**src/rtl/wbuf_pkg.sv**
```systemverilog
package wbuf_pkg;
  typedef enum logic [1:0] {
    PH_IDLE = 2'd0,
    PH_ACK  = 2'd1,
    PH_HOLD = 2'd2
  } probe_ph_t;
endpackage

```
**src/rtl/wbuf_tagcam.sv**
```systemverilog
// Address storage with one comparator per slot; line match ignores the
// byte offset bits.
module wbuf_tagcam #(
  parameter int DEPTH = 8,
  parameter int AW    = 32,
  parameter int LOFF  = 6,
  localparam int PW   = (DEPTH > 1) ? $clog2(DEPTH) : 1
) (
  input  logic             clk,
  input  logic             wr_en,
  input  logic [PW-1:0]    wr_idx,
  input  logic [AW-1:0]    wr_addr,
  input  logic [PW-1:0]    rd_idx,
  output logic [AW-1:0]    rd_addr,
  input  logic [AW-1:0]    probe_addr,
  output logic [DEPTH-1:0] hit
);
  logic [AW-1:0] addr_q [DEPTH];

  for (genvar i = 0; i < DEPTH; i++) begin : g_slot
    always_ff @(posedge clk) begin
      if (wr_en && (wr_idx == PW'(i))) addr_q[i] <= wr_addr;
    end
    assign hit[i] = ((addr_q[i] >> LOFF) == (probe_addr >> LOFF));
  end

  assign rd_addr = addr_q[rd_idx];
endmodule

```
**src/rtl/wbuf_dataram.sv**
```systemverilog
// Data payload store: one write port, one asynchronous read port.
module wbuf_dataram #(
  parameter int DEPTH = 8,
  parameter int DW    = 32,
  localparam int PW   = (DEPTH > 1) ? $clog2(DEPTH) : 1
) (
  input  logic          clk,
  input  logic          we,
  input  logic [PW-1:0] waddr,
  input  logic [DW-1:0] wdata,
  input  logic [PW-1:0] raddr,
  output logic [DW-1:0] rdata
);
  logic [DW-1:0] mem [DEPTH];

  always_ff @(posedge clk) begin
    if (we) mem[waddr] <= wdata;
  end

  assign rdata = mem[raddr];
endmodule

```
**src/rtl/wbuf_probe_fsm.sv**
```systemverilog
// Sequencer for device probes: accept, acknowledge one cycle later, then
// wait for the request to drop.
module wbuf_probe_fsm
  import wbuf_pkg::*;
(
  input  logic clk,
  input  logic rst,
  input  logic dma_req,
  output logic cancel_go,
  output logic busy,
  output logic ack
);
  probe_ph_t ph_q, ph_d;

  always_comb begin
    ph_d = ph_q;
    unique case (ph_q)
      PH_IDLE: if (dma_req)  ph_d = PH_ACK;
      PH_ACK:  ph_d = dma_req ? PH_HOLD : PH_IDLE;
      PH_HOLD: if (!dma_req) ph_d = PH_IDLE;
      default: ph_d = PH_IDLE;
    endcase
  end

  always_ff @(posedge clk) begin
    if (rst) ph_q <= PH_IDLE;
    else     ph_q <= ph_d;
  end

  assign cancel_go = (ph_q == PH_IDLE) && dma_req;
  assign busy      = dma_req || (ph_q != PH_IDLE);
  assign ack       = (ph_q == PH_ACK);
endmodule

```
**src/rtl/wbuf_snoop.sv**
```systemverilog
module wbuf_snoop #(
  parameter int DEPTH      = 8,
  parameter int AW         = 32,
  parameter int DW         = 32,
  parameter int LINE_BYTES = 64
) (
  input  logic          clk,
  input  logic          rst,
  input  logic          st_valid,
  output logic          st_ready,
  input  logic [AW-1:0] st_addr,
  input  logic [DW-1:0] st_data,
  output logic          drain_valid,
  input  logic          drain_ready,
  output logic [AW-1:0] drain_addr,
  output logic [DW-1:0] drain_data,
  input  logic          dma_req,
  input  logic [AW-1:0] dma_addr,
  output logic          dma_hold,
  output logic          dma_ack
);
  localparam int PW   = (DEPTH > 1) ? $clog2(DEPTH) : 1;
  localparam int LOFF = $clog2(LINE_BYTES);
  localparam logic [PW-1:0] LAST = PW'(DEPTH - 1);

  logic [DEPTH-1:0] occ_q, occ_d;   // slot allocated
  logic [DEPTH-1:0] live_q, live_d; // slot allocated and not cancelled
  logic [PW-1:0]    head_q, tail_q;
  logic [DEPTH-1:0] hit, kill;
  logic             cancel_go, busy, ack;
  logic             push, pop, skip;

  wbuf_probe_fsm u_fsm (
    .clk       (clk),
    .rst       (rst),
    .dma_req   (dma_req),
    .cancel_go (cancel_go),
    .busy      (busy),
    .ack       (ack)
  );

  wbuf_tagcam #(.DEPTH(DEPTH), .AW(AW), .LOFF(LOFF)) u_cam (
    .clk        (clk),
    .wr_en      (push),
    .wr_idx     (tail_q),
    .wr_addr    (st_addr),
    .rd_idx     (head_q),
    .rd_addr    (drain_addr),
    .probe_addr (dma_addr),
    .hit        (hit)
  );

  wbuf_dataram #(.DEPTH(DEPTH), .DW(DW)) u_ram (
    .clk   (clk),
    .we    (push),
    .waddr (tail_q),
    .wdata (st_data),
    .raddr (head_q),
    .rdata (drain_data)
  );

  assign st_ready    = !occ_q[tail_q];
  assign push        = st_valid && st_ready;
  assign drain_valid = occ_q[head_q] && live_q[head_q] && !busy;
  assign skip        = occ_q[head_q] && !live_q[head_q] && !busy;
  assign pop         = (drain_valid && drain_ready) || skip;
  assign kill        = cancel_go ? (hit & live_q) : '0;
  assign dma_ack     = ack;
  assign dma_hold    = dma_req && !ack;

  always_comb begin
    occ_d  = occ_q;
    live_d = live_q & ~kill;
    if (pop) begin
      occ_d[head_q]  = 1'b0;
      live_d[head_q] = 1'b0;
    end
    if (push) begin
      occ_d[tail_q]  = 1'b1;
      live_d[tail_q] = 1'b1;
    end
  end

  always_ff @(posedge clk) begin
    if (rst) begin
      occ_q  <= '0;
      live_q <= '0;
      head_q <= '0;
      tail_q <= '0;
    end else begin
      occ_q  <= occ_d;
      live_q <= live_d;
      if (pop)  head_q <= (head_q == LAST) ? '0 : head_q + 1'b1;
      if (push) tail_q <= (tail_q == LAST) ? '0 : tail_q + 1'b1;
    end
  end
endmodule

```
**config.mk**
```make
export PLATFORM = sky130hd
export DESIGN_NAME = wbuf_snoop
export DESIGN_NICKNAME = d
export VERILOG_FILES = /design/src/rtl/wbuf_pkg.sv /design/src/rtl/wbuf_tagcam.sv /design/src/rtl/wbuf_dataram.sv /design/src/rtl/wbuf_probe_fsm.sv /design/src/rtl/wbuf_snoop.sv
export SDC_FILE = /design/constraint.sdc
export NUM_CORES = 1
export LEC_CHECK = 0
export BUFFER_PORTS_ARGS = -buffer_cell sky130_fd_sc_hd__buf_4
export CORE_MARGIN = 3
export CORE_UTILIZATION = 60
export CTS_CLUSTER_DIAMETER = 80
export CTS_CLUSTER_SIZE = 8
export DETAILED_ROUTE_END_ITERATION = 7
export PLACE_DENSITY = 0.76
export SKIP_LAST_GASP = 1
export SLEW_MARGIN = 40
export SYNTH_ARGS = -nofsm -noshare
export SYNTH_HDL_FRONTEND = slang
export SYNTH_SLANG_ARGS = --single-unit
```
**constraint.sdc**
```tcl
create_clock -name clk -period 4.4 [get_ports clk]
set_clock_uncertainty 0.15 [all_clocks]
set_input_delay 0.22 -clock clk [delete_from_list [all_inputs] [get_ports clk]]
set_output_delay 0.22 -clock clk [all_outputs]
set_load 0.03 [all_outputs]
```
==> results.json, run 1 <==
{
  "cts_max_level": 3,
  "async_flop_share_pct": 0,
  "period_share_pct": 77.4,
  "synth_common_cells": "512 x edfxtp_1, 208 x xnor2_1, 131 x mux4_2",
  "p_switching_mw": 2.98,
  "synthFlopType": "edfxtp_1",
  "dp_hpwl_um": 33900,
  "muxShareOfSynthArea_pct": 16.2,
  "ys_types": 52,
  "yosys_warnings": 0,
  "crit_type": "flip-flop to flip-flop",
  "yosysTopAreaCell": "edfxtp_1",
  "synthTopCellsByArea": "edfxtp_1 67%, mux4_2 13%, xnor2_1 7.9%, mux2_2 3.1%, dfxtp_1 2.3%",
  "cts_sinks": 539,
  "worst_slack_ps": 994,
  "maxSlewHeadroom_pct": 41.9,
  "yosys.area_share.simple_pct": 3.35,
  "num-nets-final": 1594,
  "via_count": 12500,
  "cts_tree": "yes",
  "setup_violations": 0,
  "post-synth-top-count-cell": "edfxtp_1",
  "cts.repair.resized": 0,
  "irDropWorstVdd_v": 0.000353,
  "layout-drive-gt1-share_pct": 33.8,
  "holdWs_ps": 48.3,
  "synthCells": 1214,
  "post-cts-setup-buffers": 0,
  "tightest_slew_ps": 863,
  "die_h_um": 202,
  "yosys.area.top_type_share_pct": 66.8,
  "synth_compound_area_share_pct": 1.38,
  "cts_hold_buf": 67,
  "max_freq_ghz": 0.294,
  "fp.coreArea_sq_um": 37800,
  "die_area_sq_um": 40800,
  "numCtsBuffers": 77,
  "min_path_type": "input port to flip-flop",
  "grt_pass1_vias": 13200,
  "swShare_pct": 23.5,
  "synth_top_family_by_area": "multiplexers",
  "place_ws_ps": 981,
  "fin_crit_ps": 3410,
  "p_per_area_nw_per_um2": 456,
  "clkSlewWorstSetupHoldPaths_ps": 50,
  "fillCellCount": 2163,
  "antenna_found_initial": 1,
  "clkLatencyLatePin_ps": 590,
  "drt.antenna.violating_nets": 0,
  "p_seq_share_pct": 46.6,
  "synthesis.area_sq_um": 23000,
  "finalMaxSlewViolations": 0,
  "syn_nets": 1323,
  "total_leakage_power_nw": 8.84,
  "hold_violations": 0,
  "maxCapViolCount": 0,
  "die_w_um": 202,
  "root_buffer": "clkbuf_16",
  "grt_max_degree": 63,
  "synth-xor-area-share_pct": 7.95,
  "cp_max_fo": 22,
  "drc": 0,
  "layout.cells.non_filler": 2010,
  "diodes": 0,
  "gr-total-overflow": 0,
  "routed_wl_um": 55200,
  "wl_per_cell_um": 27.4,
  "yosysSeqAreaShare_pct": 69.1,
  "start_kind": "flip-flop",
  "gp_congestion": 0.875,
  "required_ps": 4530,
  "p_clk_share_pct": 41.2,
  "io_pins": 169,
  "initial_core_util_pct": 61.0,
  "rows": 71,
  "grt_pass1_wl_um": 82800,
  "worstPathArrival_ps": 3540,
  "io_buffers": 162,
  "track_usage_pct": 27.4,
  "drt_pass1_iterations": 5,
  "status": "complete, no violations",
  "max_stage_delay_ps": 810,
  "fin_setup_tns_ps": 0,
  "end_kind": "flip-flop",
  "syn2layout_area_growth_pct": 20.8,
  "detail_route.iter0.violations": 1398,
  "syn_avg_cell_area_sq_um": 19.0,
  "worstPathCellList": "mux2_4 -> a311oi_4 -> nand4_2 -> nor2_4 -> buf_4",
  "combinationalPowerShare_pct": 12.2,
  "rsz0062_at_grt": "no",
  "p_int_mw": 9.70,
  "synth-edff-count": 512,
  "cp_slowest_cell": "nor2_4",
  "avgViaCountPerCell": 6.22,
  "placed_cells": 1848,
  "synth-seq-cells": 539,
  "clockBufferDepth": 3,
  "synth_fa_ha_area_share_pct": 0.435
}
-- power by group through the flow --
stage / combinational, mW / clock, mW / sequential, mW
final: 1.54 / 5.23 / 5.91
after global routing: 1.63 / 5.52 / 5.92
after CTS: 1.53 / 5.30 / 5.92
after detailed placement: 1.47 / 0 / 6.01
after global placement: 1.45 / 0 / 6.00
after floorplan: 0.945 / 0 / 5.96
-- kinds of logic (layout without fill, tap and decap cells) --
| family | Yosys count | in the layout |
|---|---|---|
| compound gates | 42 | 42 |
| xor+xnor | 209 | 209 |
| fa+ha+maj | 8 | 8 |
| buf+inv | 85 | 370 |
| flops | 539 | 539 |
| mux | 201 | 201 |
| simple gates | 130 | 130 |
-- critical path, delay by kind of cell, from the launching register on --
family	cells	cell delay, ps
mux	1	360
simple gates	2	1270
compound gates	1	410
buf+inv	1	310
flops	1	590
-- final cells by class --
class                   count  area, sq um  share of cell area (%)
repair buffers            262         2220                    7.99
clock inverters             6          103                   0.369
inverters                  15         56.3                   0.202
clock buffers              87         2010                    7.21
multi-input cells         590         6870                    24.7
flip-flops and latches    539        15900                    57.2
well taps                 511          639                    2.30
-- state kept, by name (all words and copies together), names as in the netlist, named ones only --
| register | flops |
|---|---|
| head_q | 3 |
| live_q | 8 |
| occ_q | 8 |
| tail_q | 3 |
| u_cam.addr_q | 256 |
| u_fsm.ph_q | 2 |
| u_ram.mem | 256 |
-- cells in the final DEF, fill, tap and decap left out, drive strengths merged, types with 2 or more instances in the layout --
cell type    instances
and3                 3
or2                  2
xnor2              208
or4                  7
dlygate4sd3         67
nand4               51
and3b                2
inv                 18
nor3b                3
mux4               131
ha                   8
a22o                 2
clkinv               2
dfxtp               27
nor4                 2
o22ai                9
nor3                 3
a21oi                7
nand3                9
edfxtp             512
nor2b                4
nand2               17
or3                  4
mux2                69
o31ai                4
clkbuf              87
o41ai                7
o21ai                8
buf                195
nor2                17
-- per-layer routing --
layer / global-route usage [%] / share of wire (%) / vias up
met2: 42.4 / 48 / 582
met4: 9.10 / 2.7 / 2
li1: - / - / 5361
met3: 6.18 / 8.1 / 98
met1: 39.6 / 41 / 6464
met5: 0 / 0.024 / -
-- metrics by stage --
step / total power [mW] / cell area [sq um] / util (%)
after global routing: 13.1 / 27800 / 73.7
final: 12.7 / 27800 / 73.7
after floorplan: 6.91 / 23000 / -
after CTS: 12.8 / 27800 / 73.6
after global placement: 7.45 / 25000 / 66.2
after detailed placement: 7.48 / 25000 / 66.2
-- final timing paths --
path	startpoint	endpoint	cells after the start	slack, ps
min reg2reg	occ_q[4]	occ_q[4]	2	330
max reg2reg	tail_q[0]	u_ram.mem[0][4]	5	990
max	tail_q[0]	u_ram.mem[0][4]	5	990
min	st_valid	tail_q[1]	4	50
Note: power is estimated with default switching activity, not from simulation.
==> run 2: changes to the inputs <==
Settings changed: CORE_UTILIZATION 60 to 54, PLACE_DENSITY 0.76 to 0.73.
Clock period 4.4 ns to 2.9 ns, I/O delays scaled along.
==> run 2 against run 1 <==
Against the previous run:
- count of clock-buffer cells in the layout grew 2
- die area grew 11%
- hold slack lost 19 ps
- critical path type is now flip-flop to output pin
==> results.json, run 2 (synthesis gave the netlist of run 1 again) <==
{
  "clkSlewWorstSetupHoldPaths_ps": 50,
  "final_cell_mix": "512 x edfxtp_1, 208 x xnor2_1, 181 x buf_4",
  "fillCellCount": 2705,
  "top_regs": "u_cam.addr_q x256, u_ram.mem x256",
  "maxSlewHeadroom_pct": 59.4,
  "cts_max_level": 3,
  "die_area_sq_um": 45200,
  "place_ws_ps": 393,
  "fp.coreArea_sq_um": 42000,
  "drt_pass1_iterations": 5,
  "p_clk_share_pct": 41.2,
  "regArea_sq_um": 15900,
  "via_count": 12600,
  "grt_max_degree": 65,
  "irDropWorstVdd_v": 0.000549,
  "p_per_area_nw_per_um2": 685,
  "gr-total-overflow": 0,
  "worstPathArrival_ps": 2500,
  "post-cts-setup-buffers": 0,
  "die_w_um": 213,
  "root_buffer": "clkbuf_16",
  "routed_wl_um": 55100,
  "dp_hpwl_um": 33700,
  "tightest_slew_ps": 608,
  "layout_commonest_cell": "edfxtp_1",
  "drt.antenna.violating_nets": 0,
  "cts.repair.resized": 0,
  "wl_per_cell_um": 26.8,
  "grt_pass1_vias": 13100,
  "die_h_um": 213,
  "r2r-start": "tail_q[0]",
  "start_kind": "flip-flop",
  "end_kind": "output pin",
  "min-delay-start": "dma_addr[16]",
  "cts_tree": "yes",
  "p_int_mw": 14.8,
  "reg2regPathDepth": 6,
  "syn2layout_area_growth_pct": 22.4,
  "placed_cell_area_sq_um": 25400,
  "antenna_found_initial": 2,
  "track_usage_pct": 24.9,
  "status": "complete, no violations",
  "fin_crit_ps": 2790,
  "period_share_pct": 96.2,
  "gp_congestion": 0.883,
  "stdcell_area_sq_um": 28200,
  "swShare_pct": 23.6,
  "io_pins": 169,
  "num-nets-final": 1606,
  "worst_slack_ps": 109,
  "initial_core_util_pct": 54.8,
  "numCtsBuffers": 77,
  "cp_max_fo": 19,
  "hold_depth": 5,
  "p_seq_share_pct": 46.3,
  "max_freq_ghz": 0.358,
  "grt_pass1_wl_um": 82500,
  "crit_type": "flip-flop to output pin",
  "io_buffers": 162,
  "rsz0062_at_grt": "no",
  "multi_input_area_sq_um": 6870,
  "finish.utilization_pct": 67.0,
  "combinationalPowerShare_pct": 12.5,
  "drc": 0,
  "cts_hold_buf": 69,
  "rows": 75,
  "finalMaxSlewViolations": 0,
  "required_ps": 2610,
  "maxCapViolCount": 0,
  "setup_violations": 0,
  "avgViaCountPerCell": 6.13,
  "cts_sinks": 539,
  "clockBufferDepth": 3,
  "clkLatencyLatePin_ps": 600,
  "hold_violations": 0,
  "detail_route.iter0.violations": 1246,
  "total_leakage_power_nw": 8.95,
  "min_path_type": "input port to flip-flop",
  "layout-drive-gt1-share_pct": 34.1,
  "p_switching_mw": 4.55
}
==> run 2: changes by cell type in the layout (fill, tap and decap cells not counted), moves of 2 or more <==
cell | previous run | this run
buf_4 | 188 | 181
dlygate4sd3_1 | 67 | 69
clkbuf_1 | 8 | 10
clkinv_8 | 1 | 3
buf_12 | 7 | 24
==> run 2: worst max-delay path, stage by stage (launching register included) <==
cell     delay (ps)
dfxtp_4         430
buf_12          220
buf_4           240
mux4_2          530
mux2_2          300
buf_4           170
==> run 2: layer usage <==
layer	part of all wire, %	global-route usage, %	routed length (um)
met5	0.013	0	7
met4	3.0	8.14	1640
met3	8.8	6.27	4860
met2	47	38.3	26200
met1	41	35.4	22400
==> run 2: power groups by stage <==
| stage | Clock (mW) | Sequential (mW) | Combinational [mW] |
|---|---|---|---|
| floorplan | 0 | 9.05 | 1.44 |
| detailed placement | 0 | 9.08 | 2.34 |
| CTS | 8.07 | 8.94 | 2.44 |
| global placement | 0 | 9.06 | 2.32 |
| global route | 8.38 | 8.95 | 2.56 |
| finish | 7.95 | 8.94 | 2.42 |
==> run 2: per-stage QoR <==
| step | power [mW] | hold slack [ps] | TNS [ps] | cells |
|---|---|---|---|---|
| after floorplan | 10.5 | 93.9 | -141550 | 1214 |
| after global placement | 11.4 | 223 | 0 | 1888 |
| after detailed placement | 11.4 | 227 | 0 | 1888 |
| after CTS | 19.5 | 5.28 | 0 | 2051 |
| after global routing | 19.9 | 40.4 | 0 | 2051 |
| final | 19.3 | 28.9 | 0 | 2052 |
==> run 2: area by class of cell <==
| type | count | area share, % |
|---|---|---|
| antenna | 1 | 0.00888 |
| tap | 539 | 2.39 |
| sequential | 539 | 56.5 |
| multi-input combinational | 590 | 24.4 |
| inverter | 15 | 0.200 |
| timing repair buffer | 274 | 8.98 |
| clock buffer | 89 | 7.15 |
| clock inverter | 5 | 0.351 |
==> run 2: worst paths after layout <==
kind	endpoint	slack, ps
setup / recovery	drain_data[20]	110
hold / removal	live_q[5]	30
setup reg to reg	tail_q[2]	330
hold reg to reg	occ_q[0]	330
==> run 3: changes to the inputs <==
==> constraint.sdc (replaced) <==
create_clock -name clk -period 2.9 [get_ports clk]
set_clock_uncertainty 0.15 [all_clocks]
set_input_delay 0.435 -clock clk [delete_from_list [all_inputs] [get_ports clk]]
set_output_delay 0.435 -clock clk [all_outputs]
set_load 0.03 [all_outputs]
==> run 3 against run 2 <==
Against the previous run:
- the run now ends with setup timing left
- global-route usage is 1.0 points higher
- count of clock-buffer cells in the layout is 2 higher
- sequential share of layout area shrank 1.9 points
- clock power barely moved
- via count is 2.6% higher
- non-clock buffer count rose by 31
- maximum frequency shrank 7.0%
- design area rose by 3.5%
- sequential cell count unchanged
- first-iteration DRC count grew 2.6%
- combinational power rose by 16%
- highest routed layer is now met4
==> results.json, run 3 (synthesis gave the netlist of run 1 again) <==
{
  "cts_max_level": 3,
  "end_kind": "output pin",
  "final_cell_mix": "512 x edfxtp_1, 208 x xnor2_1, 133 x buf_4",
  "status": "complete, but fails checks",
  "drt_pass1_iterations": 5,
  "max_freq_ghz": 0.333,
  "setup_violations": 48,
  "wl_per_cell_um": 28.1,
  "dp_hpwl_um": 34700,
  "routed_wl_um": 58700,
  "period_share_pct": 103,
  "initial_core_util_pct": 54.8,
  "rrSetupSlack_ps": 420,
  "drt.antenna.violating_nets": 0,
  "cts_sinks": 539,
  "required_ps": 2320,
  "syn2layout_area_growth_pct": 26.6,
  "multi_input_area_sq_um": 7040,
  "finalMaxSlewViolations": 0,
  "root_buffer": "clkbuf_16",
  "top_regs": "u_cam.addr_q x256, u_ram.mem x256",
  "total_leakage_power_nw": 9.43,
  "start_kind": "flip-flop",
  "cts_tree": "yes",
  "fillCellCount": 2557,
  "min_path_type": "input port to flip-flop",
  "p_per_area_nw_per_um2": 676,
  "layout-drive-gt1-share_pct": 35.6,
  "crit_end": "drain_addr[0]",
  "detail_route.iter0.violations": 1278,
  "holdWs_ps": 229,
  "clockBufferDepth": 3,
  "tightest_slew_ps": 628,
  "clkSlewWorstSetupHoldPaths_ps": 50,
  "grt_pass1_wl_um": 84600,
  "fin_setup_tns_ps": -2770,
  "fin_crit_ps": 3000,
  "die_area_sq_um": 45200,
  "worstPathCellList": "buf_12 -> clkbuf_16 -> mux4_2 -> mux2_4 -> buf_6",
  "max_stage_delay_ps": 510,
  "antenna_found_initial": 2,
  "cp_slowest_cell": "mux4_2",
  "num-nets-final": 1637,
  "p_total_mw": 19.7,
  "avgViaCountPerCell": 6.18,
  "regArea_sq_um": 15900,
  "layout_commonest_cell": "edfxtp_1",
  "grt_pass1_vias": 13300,
  "numCtsBuffers": 77,
  "reg2regPathDepth": 6,
  "cp_max_fo": 8,
  "crit_type": "flip-flop to output pin",
  "via_count": 12900,
  "clkLatencyLatePin_ps": 600,
  "worstPathArrival_ps": 2420,
  "die_w_um": 213,
  "irDropWorstVdd_v": 0.000537,
  "hold_violations": 0,
  "grt_max_degree": 33,
  "failed_checks": "setup timing",
  "fp.coreArea_sq_um": 42000,
  "track_usage_pct": 25.9,
  "worst_slack_ps": -100,
  "io_buffers": 162,
  "drc": 0,
  "die_h_um": 213,
  "r2r-start": "tail_q[0]",
  "gr-total-overflow": 0,
  "rows": 75,
  "r2r-end": "u_cam.addr_q[5][2]",
  "io_pins": 169,
  "gp_congestion": 0.925,
  "maxCapViolCount": 0,
  "hold_depth": 4,
  "rsz0062_at_grt": "yes",
  "min-delay-start": "st_valid",
  "maxSlewHeadroom_pct": 58.0
}
-- run 3: worst min path at each step --
stage | slack [ps] | end
floorplan | 280 | occ_q[4]
global placement | 310 | occ_q[4]
global route | 230 | occ_q[3]
finish | 230 | occ_q[3]
detailed placement | 310 | occ_q[7]
CTS | 210 | occ_q[3]
-- run 3: repair_timing --
action / in CTS / in global routing
setup buffers: 13 / 8
endpoints found under the setup margin: 65 / 65
endpoints found under the hold margin: 523 / 0
hold buffers: 66 / 0
cloned: 6 / 6
gates resized for setup: 30 / 107
-- run 3: stage by stage --
step | setup WS (ps) | instance area, sq um | utilization [%] | cells
2_1_floorplan | -378 | 23000 | - | 1214
3_3_place_gp | 285 | 25400 | 60.5 | 1895
3_5_place_dp | 261 | 25400 | 60.5 | 1895
4_1_cts | -123 | 28600 | 68.1 | 2077
5_1_grt | -147 | 29200 | 69.4 | 2087
6_report | -100 | 29200 | 69.4 | 2087
-- run 3: final cells by class --
type	instances	share of cell area (%)
Timing Repair Buffer	305	11.5
Sequential cell	539	54.6
Multi-Input combinational cell	590	24.1
Antenna cell	2	0.0172
Inverter	15	0.193
Tap cell	539	2.31
Clock inverter	6	0.378
Clock buffer	91	6.86
-- run 3: critical path, delay by kind of cell (launching register included) --
kind	cells	cell delay, ps
mux	2	820
buf+inv	3	540
flops	1	430
-- run 3: power breakdown --
group / total [mW] / internal [mW] / switching [mW]
Combinational: 2.80 / 1.37 / 1.43
Sequential: 8.95 / 8.82 / 0.125
Clock: 7.97 / 4.82 / 3.15
-- run 3: per-layer routing --
metal,part of all wire (%),global-route usage [%]
met5,0,0
met4,2.5,7.94
met3,9.9,7.36
met2,48,40.0
met1,40,36.3
